==> src/rtl/pdseq_pkg.sv <==
// Package: shared state encoding and stop-vector type for the power-down sequencer.
package pdseq_pkg;

    // Sequencer phases: entry steps, the off state, and exit steps.
    typedef enum logic [3:0] {
        ST_RUN    = 4'd0,
        ST_E_PCI  = 4'd1,
        ST_E_BUF  = 4'd2,
        ST_E_CORE = 4'd3,
        ST_E_48   = 4'd4,
        ST_E_REF  = 4'd5,
        ST_OFF    = 4'd6,
        ST_X_LOCK = 4'd7,
        ST_X_DLY  = 4'd8,
        ST_X_BUF  = 4'd9,
        ST_X_PCI  = 4'd10
    } seq_state_e;

    // One stop request per output group.
    typedef struct packed {
        logic pci;
        logic pci_free;
        logic buf1;
        logic buf02;
        logic core;
        logic c48;
        logic refclk;
    } stop_vec_t;

endpackage

==> src/rtl/pdseq_filter.sv <==
// Module: pdseq_filter
// Shifts the raw power-down pin through NSAMP flops. It reports "low seen"
// when every sample is low and "high seen" when every sample is high.
// Assumes the pin is already synchronous to clk, or that it is only
// sampled as a level. Reset fills the history with ones (not powered down).
module pdseq_filter #(
    parameter int NSAMP = 2
) (
    input  logic clk,
    input  logic rst_n,
    input  logic pin_n,
    output logic low_seen,
    output logic high_seen
);

    logic [NSAMP-1:0] hist;

    // Shift in one sample of the pin per clock.
    always_ff @(posedge clk) begin
        if (!rst_n) hist <= '1;
        else        hist <= {hist[NSAMP-2:0], pin_n};
    end

    // Qualified levels: all samples agree.
    always_comb begin
        low_seen  = ~|hist;
        high_seen = &hist;
    end

endmodule

==> src/rtl/pdseq_timer.sv <==
// Module: pdseq_timer
// Counts the cycles during which run is high and clears when run is low.
// done is high in the DLY-th consecutive run cycle. Assumes DLY >= 2.
module pdseq_timer #(
    parameter int DLY = 1432
) (
    input  logic clk,
    input  logic rst_n,
    input  logic run,
    output logic done
);

    localparam int W = $clog2(DLY + 1);
    localparam logic [W-1:0] LAST = W'(DLY - 1);

    logic [W-1:0] cnt;

    // Advance while running, otherwise hold at zero.
    always_ff @(posedge clk) begin
        if (!rst_n)     cnt <= '0;
        else if (!run)  cnt <= '0;
        else if (!done) cnt <= cnt + 1'b1;
    end

    // Terminal count flag.
    assign done = run && (cnt == LAST);

endmodule

==> src/rtl/pdseq_decode.sv <==
// Module: pdseq_decode
// Maps the sequencer phase to the group stops and the oscillator/PLL
// enables. Purely combinational. pci_early picks whether the free-running
// PCI group stops in the PCI step or in the core step.
module pdseq_decode
    import pdseq_pkg::*;
(
    input  seq_state_e state,
    input  logic       pci_early,
    output stop_vec_t  stops,
    output logic       osc_en,
    output logic       pll_en,
    output logic       cpu_bias2x
);

    // Per-phase stop set and enables.
    always_comb begin
        stops      = '0;
        osc_en     = 1'b1;
        pll_en     = 1'b1;
        cpu_bias2x = 1'b0;
        unique case (state)
            ST_RUN: ;
            ST_E_PCI: begin
                stops.pci      = 1'b1;
                stops.pci_free = pci_early;
            end
            ST_E_BUF: begin
                stops.pci      = 1'b1;
                stops.pci_free = pci_early;
                stops.buf1     = 1'b1;
                stops.buf02    = 1'b1;
            end
            ST_E_CORE: begin
                stops      = '{pci:1'b1, pci_free:1'b1, buf1:1'b1, buf02:1'b1,
                               core:1'b1, c48:1'b0, refclk:1'b0};
                cpu_bias2x = 1'b1;
            end
            ST_E_48: begin
                stops        = '1;
                stops.refclk = 1'b0;
                cpu_bias2x   = 1'b1;
            end
            ST_E_REF, ST_X_LOCK: begin
                stops      = '1;
                cpu_bias2x = 1'b1;
            end
            ST_OFF: begin
                stops      = '1;
                osc_en     = 1'b0;
                pll_en     = 1'b0;
                cpu_bias2x = 1'b1;
            end
            ST_X_DLY: begin
                stops      = '1;
                stops.core = 1'b0;
                stops.buf1 = 1'b0;
            end
            ST_X_BUF: begin
                stops.pci      = 1'b1;
                stops.pci_free = 1'b1;
                stops.c48      = 1'b1;
                stops.refclk   = 1'b1;
            end
            ST_X_PCI: begin
                stops.c48    = 1'b1;
                stops.refclk = 1'b1;
            end
            default: ;
        endcase
    end

endmodule

==> src/rtl/pd_sequencer.sv <==
// Module: pd_sequencer (top)
// Sequences a clock generator into and out of power-down. Entry takes one
// group step per cycle and waits for the reference gate's acknowledge
// before it turns off the oscillator and PLLs. Exit waits for PLL lock,
// releases the core group and the feedback buffer, waits REL_DLY cycles,
// then releases the remaining groups in order. A release request that
// arrives during entry is only acted on from the off state.
module pd_sequencer
    import pdseq_pkg::*;
#(
    parameter int REL_DLY = 1432,
    parameter int FILT_N  = 2
) (
    input  logic clk,
    input  logic rst_n,
    input  logic pd_n,
    input  logic pci_stop_n,
    input  logic pll_lock,
    input  logic ref_stop_ack,
    output logic stop_pci,
    output logic stop_pci_free,
    output logic stop_buf1,
    output logic stop_buf02,
    output logic stop_core,
    output logic stop_48m,
    output logic stop_ref,
    output logic osc_en,
    output logic pll_en,
    output logic cpu_bias2x
);

    seq_state_e state, state_nx;
    logic       pd_low, pd_high;
    logic       dly_done;
    logic       pci_early;
    stop_vec_t  stops;

    pdseq_filter #(.NSAMP(FILT_N)) u_filt (
        .clk       (clk),
        .rst_n     (rst_n),
        .pin_n     (pd_n),
        .low_seen  (pd_low),
        .high_seen (pd_high)
    );

    pdseq_timer #(.DLY(REL_DLY)) u_tmr (
        .clk   (clk),
        .rst_n (rst_n),
        .run   (state == ST_X_DLY),
        .done  (dly_done)
    );

    pdseq_decode u_dec (
        .state      (state),
        .pci_early  (pci_early),
        .stops      (stops),
        .osc_en     (osc_en),
        .pll_en     (pll_en),
        .cpu_bias2x (cpu_bias2x)
    );

    // Next-phase selection.
    always_comb begin
        state_nx = state;
        unique case (state)
            ST_RUN:    if (pd_low) state_nx = ST_E_PCI;
            ST_E_PCI:  state_nx = ST_E_BUF;
            ST_E_BUF:  state_nx = ST_E_CORE;
            ST_E_CORE: state_nx = ST_E_48;
            ST_E_48:   state_nx = ST_E_REF;
            ST_E_REF:  if (ref_stop_ack) state_nx = ST_OFF;
            ST_OFF:    if (pd_high) state_nx = ST_X_LOCK;
            ST_X_LOCK: if (pll_lock) state_nx = ST_X_DLY;
            ST_X_DLY:  if (dly_done) state_nx = ST_X_BUF;
            ST_X_BUF:  state_nx = ST_X_PCI;
            ST_X_PCI:  state_nx = ST_RUN;
            default:   state_nx = ST_RUN;
        endcase
    end

    // Phase register.
    always_ff @(posedge clk) begin
        if (!rst_n) state <= ST_RUN;
        else        state <= state_nx;
    end

    // Capture the PCI stop pin at the start of entry.
    always_ff @(posedge clk) begin
        if (!rst_n)                        pci_early <= 1'b0;
        else if (state == ST_RUN && pd_low) pci_early <= ~pci_stop_n;
    end

    assign stop_pci      = stops.pci;
    assign stop_pci_free = stops.pci_free;
    assign stop_buf1     = stops.buf1;
    assign stop_buf02    = stops.buf02;
    assign stop_core     = stops.core;
    assign stop_48m      = stops.c48;
    assign stop_ref      = stops.refclk;

endmodule

==> config.mk <==
export PLATFORM = sky130hd
export DESIGN_NAME = pd_sequencer
export DESIGN_NICKNAME = d
export VERILOG_FILES = /design/src/rtl/pdseq_pkg.sv /design/src/rtl/pdseq_filter.sv /design/src/rtl/pdseq_timer.sv /design/src/rtl/pdseq_decode.sv /design/src/rtl/pd_sequencer.sv
export SDC_FILE = /design/constraint.sdc
export NUM_CORES = 1
export LEC_CHECK = 0
export BUFFER_PORTS_ARGS = -buffer_cell sky130_fd_sc_hd__buf_2
export CORE_MARGIN = 4
export CORE_UTILIZATION = 45
export DETAILED_ROUTE_END_ITERATION = 10
export GPL_ROUTABILITY_DRIVEN = 0
export MAX_ROUTING_LAYER = met4
export PLACE_DENSITY = 0.74
export SLEW_MARGIN = 0
export SYNTH_ARGS = -nofsm -noshare
export SYNTH_HDL_FRONTEND = slang
export SYNTH_SLANG_ARGS = --single-unit
==> constraint.sdc <==
create_clock -name clk -period 1.7 [get_ports clk]
set_clock_uncertainty 0.2 [all_clocks]
set_input_delay 0.34 -clock clk [delete_from_list [all_inputs] [get_ports clk]]
set_output_delay 0.34 -clock clk [all_outputs]
set_load 0.005 [all_outputs]
Word level (Yosys, flattened, before mapping)
Index checks and enable logic that the tools add are counted.
- $add $sub $neg: 1
- $mul: 0
- div/mod/pow operators: 0
- magnitude comparators: 0
- equality and inequality tests: 16
- shift-type cells: 0
- multiplexer cells: 11
- bitwise operators: 1
- reductions and logical operators: 13
- operators by type and width (operator ; number):
    case mux 4 bit (10 select lines) ; 1
    2-to-1 mux 4 bit ; 5
    equality test 4 x 3 -> 1 bit, second input constant ; 4
    equality test 4 bit, second input constant ; 3
    case mux 2 bit (2 select lines) ; 3
    OR reduction 6 bit ; 2
    adder 11 x 1 -> 11 bit, second input constant ; 1
    equality test 11 bit, second input constant ; 1
    inequality test 2 bit, second input constant ; 5
    equality test 4 x 2 -> 1 bit, second input constant ; 2
    OR reduction 7 bit ; 1
    AND reduction 5 bit ; 1
    OR reduction 5 bit ; 1
    equality test 4 x 1 -> 1 bit, second input constant ; 1
    zero test 4 bit ; 1
    AND reduction 2 bit ; 2
    OR reduction 2 bit ; 2
    logical AND 1 bit ; 2
    2-to-1 mux 1 bit ; 2
    zero test 1 bit ; 1
    NOT 1 bit ; 1
- register bits: 18
- bits in latches: 0
- bits in writable memories: 0
- bits in read-only memories: 0
- input bits: 6
- output and inout port bits: 10
- word-level logic and storage cells: 46
- memories: 0

Longest topological paths before layout
- depth in word-level cells: 4
- depth in mapped cells: 5
- mapped depth without buffers: 5

By module
A second synthesis with hierarchy kept.
- cells, all modules: 133
- area total of the unflattened synthesis: 1148.6 um^2
- modules (own cells, without submodules) (module ; times used ; cells each ; area each (um^2) ; sequential area each (um^2)):
    pdseq_timer ; 1 ; 62 ; 554.3 ; 220.2
    pd_sequencer ; 1 ; 41 ; 372.9 ; 100.1
    pdseq_decode ; 1 ; 24 ; 158.9 ; 0.0
    pdseq_filter ; 1 ; 6 ; 62.6 ; 40.0

Worst setup path after synthesis
Ideal clock, no wire load.
- kind: flip-flop to flip-flop
- start: register u_tmr.cnt[0]
- end: register state[1]
- setup time: 0.072 ns
- arrival time: 1.252 ns
- required time: 1.428 ns
- setup slack: 0.177 ns
- cell stages (with the launch flop): 6
- path buffers: 0
- clock period less this slack: 1.523 ns
- path through: dfxtp_1 -> ha_1 -> and4_1 -> and3_4 -> o221ai_2 -> mux2i_1
- cells in the longest elaborated chain, start to end: 4
- ends and longest elaborated chain (element ; RTL line ; RTL):
    start: declaration ; pdseq_timer.sv:16 ; logic [W-1:0] cnt;
    start signal: assignment ; pdseq_timer.sv:22 ; else if (!done) cnt <= cnt + 1'b1;
    equality test 11 bit ; pdseq_timer.sv:26 ; assign done = run && (cnt == LAST);
    logical AND 1 bit ; pdseq_timer.sv:26 ;
    inequality test 2 bit (no line) ; -- ;
    AND reduction 5 bit (no line) ; -- ;
    end signal: assignment ; pd_sequencer.sv:84 ; else state <= state_nx;
    end: declaration ; pd_sequencer.sv:32 ; seq_state_e state, state_nx;
No other way between the ends.
A chain may end at the register's enable or synchronous reset.

Worst setup path after layout
- start: register state[1]
- end: output port stop_pci
- cells in the longest elaborated chain, start to end: 3
- elaborated cells on any way between the ends: 12
- those cells by class: eq/ne: 9; mux: 1; reduce/logical: 2
- ends and longest elaborated chain (element ; RTL line ; RTL):
    equality test 4 bit, or another cell as far along ; pdseq_decode.sv:22 ; unique case (state)
    OR reduction 7 bit (no line) or OR reduction 2 bit (tied branches) ; -- ;
    case mux 2 bit (2 select lines) (*) ; pdseq_decode.sv:22 ;
    end: declaration ; pd_sequencer.sv:20 ; output logic stop_pci,
Every way passes the cells marked *; elsewhere a longest branch is shown, timed or not.

==> metrics.md <==
| Metric | Value |
|---|---|
| Status | `complete, but fails checks` |
| Failing checks | `setup timing` |
| Final Critical Period | `between 1.5 and 2 ns` |
| P&R area growth vs syn | `29.4%` |
| Layout Utilization | `0.623` |
| Top cell type by total area after synthesis | `dfxtp_1` |
| Leak Pwr | `a little over 0.5 nW` |
| Num CTS Buffers | `3` |
| Tot GR Track Use | `0.190` |
| Initial antenna violation count | `0` |
| Peak supply drop | `~0.00045 V` |
| TritonCTS clock tree | `yes` |
| Syn nets | `between 100 and 150` |
| Diodes inserted | `0` |
| WL final | `approximately 2300 microns` |
| DRT iter0 DRCs | `13` |
| Register-to-Register Path Depth | `5` |
| Die Span X | `roughly 54 microns` |
| Pwr/cell area | `roughly 580 nW/um^2` |
| CTS H-tree depth | `1` |
| Post-synthesis cell type count | `38` |
| Port buffer count | `15` |
| Synth top cells by count | `18 x dfxtp_1, 15 x nor2_1` |
| Hold-fix buffers at CTS | `0` |
| Row count | `16` |
| Clk Latency, worst-skew pair | `~0.30 ns` |
| Crit path required time | `roughly 1.2 ns` |
| WHS Path Cells | `2` |
| Final net count | `144` |
| Post-synth EDFFs | `0` |
| Most used DFF post-synth | `dfxtp_1` |
| Syn avg cell area | `around 9 sq um` |
| Ys async rst share | `0` |
| Initial Utilization | `0.482` |
| Cell at the root of the clock tree | `clkbuf_4` |
| TritonRoute pass-1 iters | `4` |
| Total number of vias | `between 900 and 1000` |
| Maxcap violations | `0` |
| First-pass GRT wire length | `between 3000 and 4000 microns` |
| Worst Tran Pin Value | `between 0.2 and 0.3 ns` |
| Tcrit/Tclk final | `1.06` |
| Worst-path clk slew | `roughly 0.1 ns` |
| Most frequent cell after synthesis | `dfxtp_1` |
| Place WS | `between 0.03 and 0.04 ns` |
| Fmax | `~560 MHz` |
| Vias in the first global route | `900` |
| Crit Path Max Fanout | `8` |
| Ports | `16` |
| # fillers | `between 150 and 200` |
| CORE AREA | `around 2000 sq um` |
| Crit start category | `flop` |
| Largest net degree at the start of global routing | `11` |
| Critical setup path kind | `flop to output pin` |
| Unrepaired setup endpoints after global routing | `true` |
| Via density per instance | `~5.6` |
| Clock sink total | `18` |
| Die footprint | `roughly 2900 sq um` |
| Reg-to-reg startpoint | `state[1]` |
| Relative slew slack | `0.813` |
| Final Hold Violating Endpoints | `0` |
| Clk buf depth | `2` |
| Drt wl/cell | `roughly 14 microns` |
| R2R Setup Slk | `roughly 0.07 ns` |
| Hold WC Path Type | `input port to flop` |
| CP Capture Type | `output pin` |
| DRC Markers | `0` |
| Layout cells sized above 1 | `0.404` |
| Top post-synthesis cells by area | `dfxtp_1 38%, xor2_1 6.4%, nor2_1 5.9%` |
| Share of the synthesized area in the top cell type | `0.377` |
| CP Data Arrival Time | `roughly 1.3 ns` |
| Mapped cell area | `approximately 950 sq um` |
| Hold wc startpoint | `pd_n` |
| Hpwl dp | `1530 microns` |
| Final setup vio count | `5` |
| Die H | `~54 microns` |
| Synthesized instance count | `~110` |
| Post-route ant nets | `0` |
| Final WS setup | `-0.0938 ns` |
| Synthesis warning total | `0` |
| Sequential share of the synthesized area | `0.377` |
| Global route overflow | `0` |
| Hold Path Sink | `u_filt.hist[0]` |
| Reg-to-Reg End | `state[1]` |
| Slew Viols, Final | `0` |
| Synthesis-stage register bit count | `18` |
[layout make-up]
class	instances	area, sq um	area share
sequential	18	375	0.304
tap	27	33.8	0.0274
inverter	1	3.75	0.00304
clock buffer	4	36.3	0.0294
timing repair buffer	29	184	0.149
multi-input combinational	84	602	0.487
[how the worst max path moves through the flow]
stage               slack, ns             to    startpoint  cells after the start
floorplan                0.18       state[1]  u_tmr.cnt[0]                      5
global placement          0.1  stop_pci_free      state[1]                      4
detailed placement       0.03   u_tmr.cnt[1]  u_tmr.cnt[0]                      5
CTS                     -0.07       stop_pci      state[1]                      4
global route            -0.12       stop_pci      state[1]                      4
finish                  -0.09       stop_pci      state[1]                      4
[metal layers]
layer / GRT usage / up-vias / part of all wire
met2: 0.315 / 33 / 0.49
met1: 0.213 / 428 / 0.43
met3: 0.0416 / 11 / 0.041
met4: 0.0996 / 0 / 0.040
li1: - / 446 / -
met5: - / - / 0
[sequential cells by signal (all words and copies together) (netlist names)]
signal	flops
u_tmr.cnt	11
pci_early	1
u_filt.hist	2
state	4
[timing repair]
action                                  CTS  global route
pin swaps                                 4             4
hold endpoints to repair                  0             0
resized for setup                        16            10
endpoints found under the setup margin    9            15
setup buffers                             6             3
[worst max-delay path, cell delays in order (launching register included)]
cell and delay (ns):
dfxtp_4 0.40, or2_4 0.28, nor2_4 0.11, a21oi_2 0.04, buf_2 0.12
[cells by family (layout without fill, tap and decap cells)]
kind of cell,count (synthesis),in the layout,synth area share
adders and majority gates,1,1,0.0131
muxes,3,3,0.0315
buffers and inverters,7,34,0.0445
AOI/OAI and AO/OA,22,22,0.166
DFF,18,18,0.377
and+or+nand+nor,49,49,0.284
xor gates and xnor gates,9,9,0.0826
[report_power, final]
part / switching, mW / internal [mW]
clock network: 0.139 / 0.131
logic: 0.0110 / 0.0119
registers: 0.00242 / 0.420
total: 0.153 / 0.563
[stage by stage]
| step | hold slack, ns | TNS, ns | total power, mW | cells | area (sq um) |
|---|---|---|---|---|---|
| finish | 0.0119 | -0.289 | 0.715 | 163 | 1230 |
| global route | 0.0277 | -0.731 | 0.745 | 163 | 1230 |
| CTS | 0.00937 | -0.278 | 0.722 | 160 | 1190 |
| detailed placement | 0.266 | 0 | 0.456 | 150 | 1060 |
| global placement | 0.257 | 0 | 0.456 | 150 | 1060 |
| floorplan | 0.213 | 0 | 0.446 | 109 | 955 |
[layout by cell type, fill, tap and decap left out, drive strengths merged, types with 3 or more instances in the layout]
| cell type | synthesis | layout |
|---|---|---|
| clkbuf | 2 | 4 |
| nor2 | 16 | 16 |
| o21ai | 4 | 4 |
| mux2i | 3 | 3 |
| dfxtp | 18 | 18 |
| nand2 | 7 | 7 |
| buf | 4 | 29 |
| nand3 | 7 | 7 |
| and3 | 3 | 3 |
| nand4 | 3 | 3 |
| a21oi | 7 | 7 |
| xor2 | 7 | 7 |
Note: power is estimated with default switching activity, not from simulation.
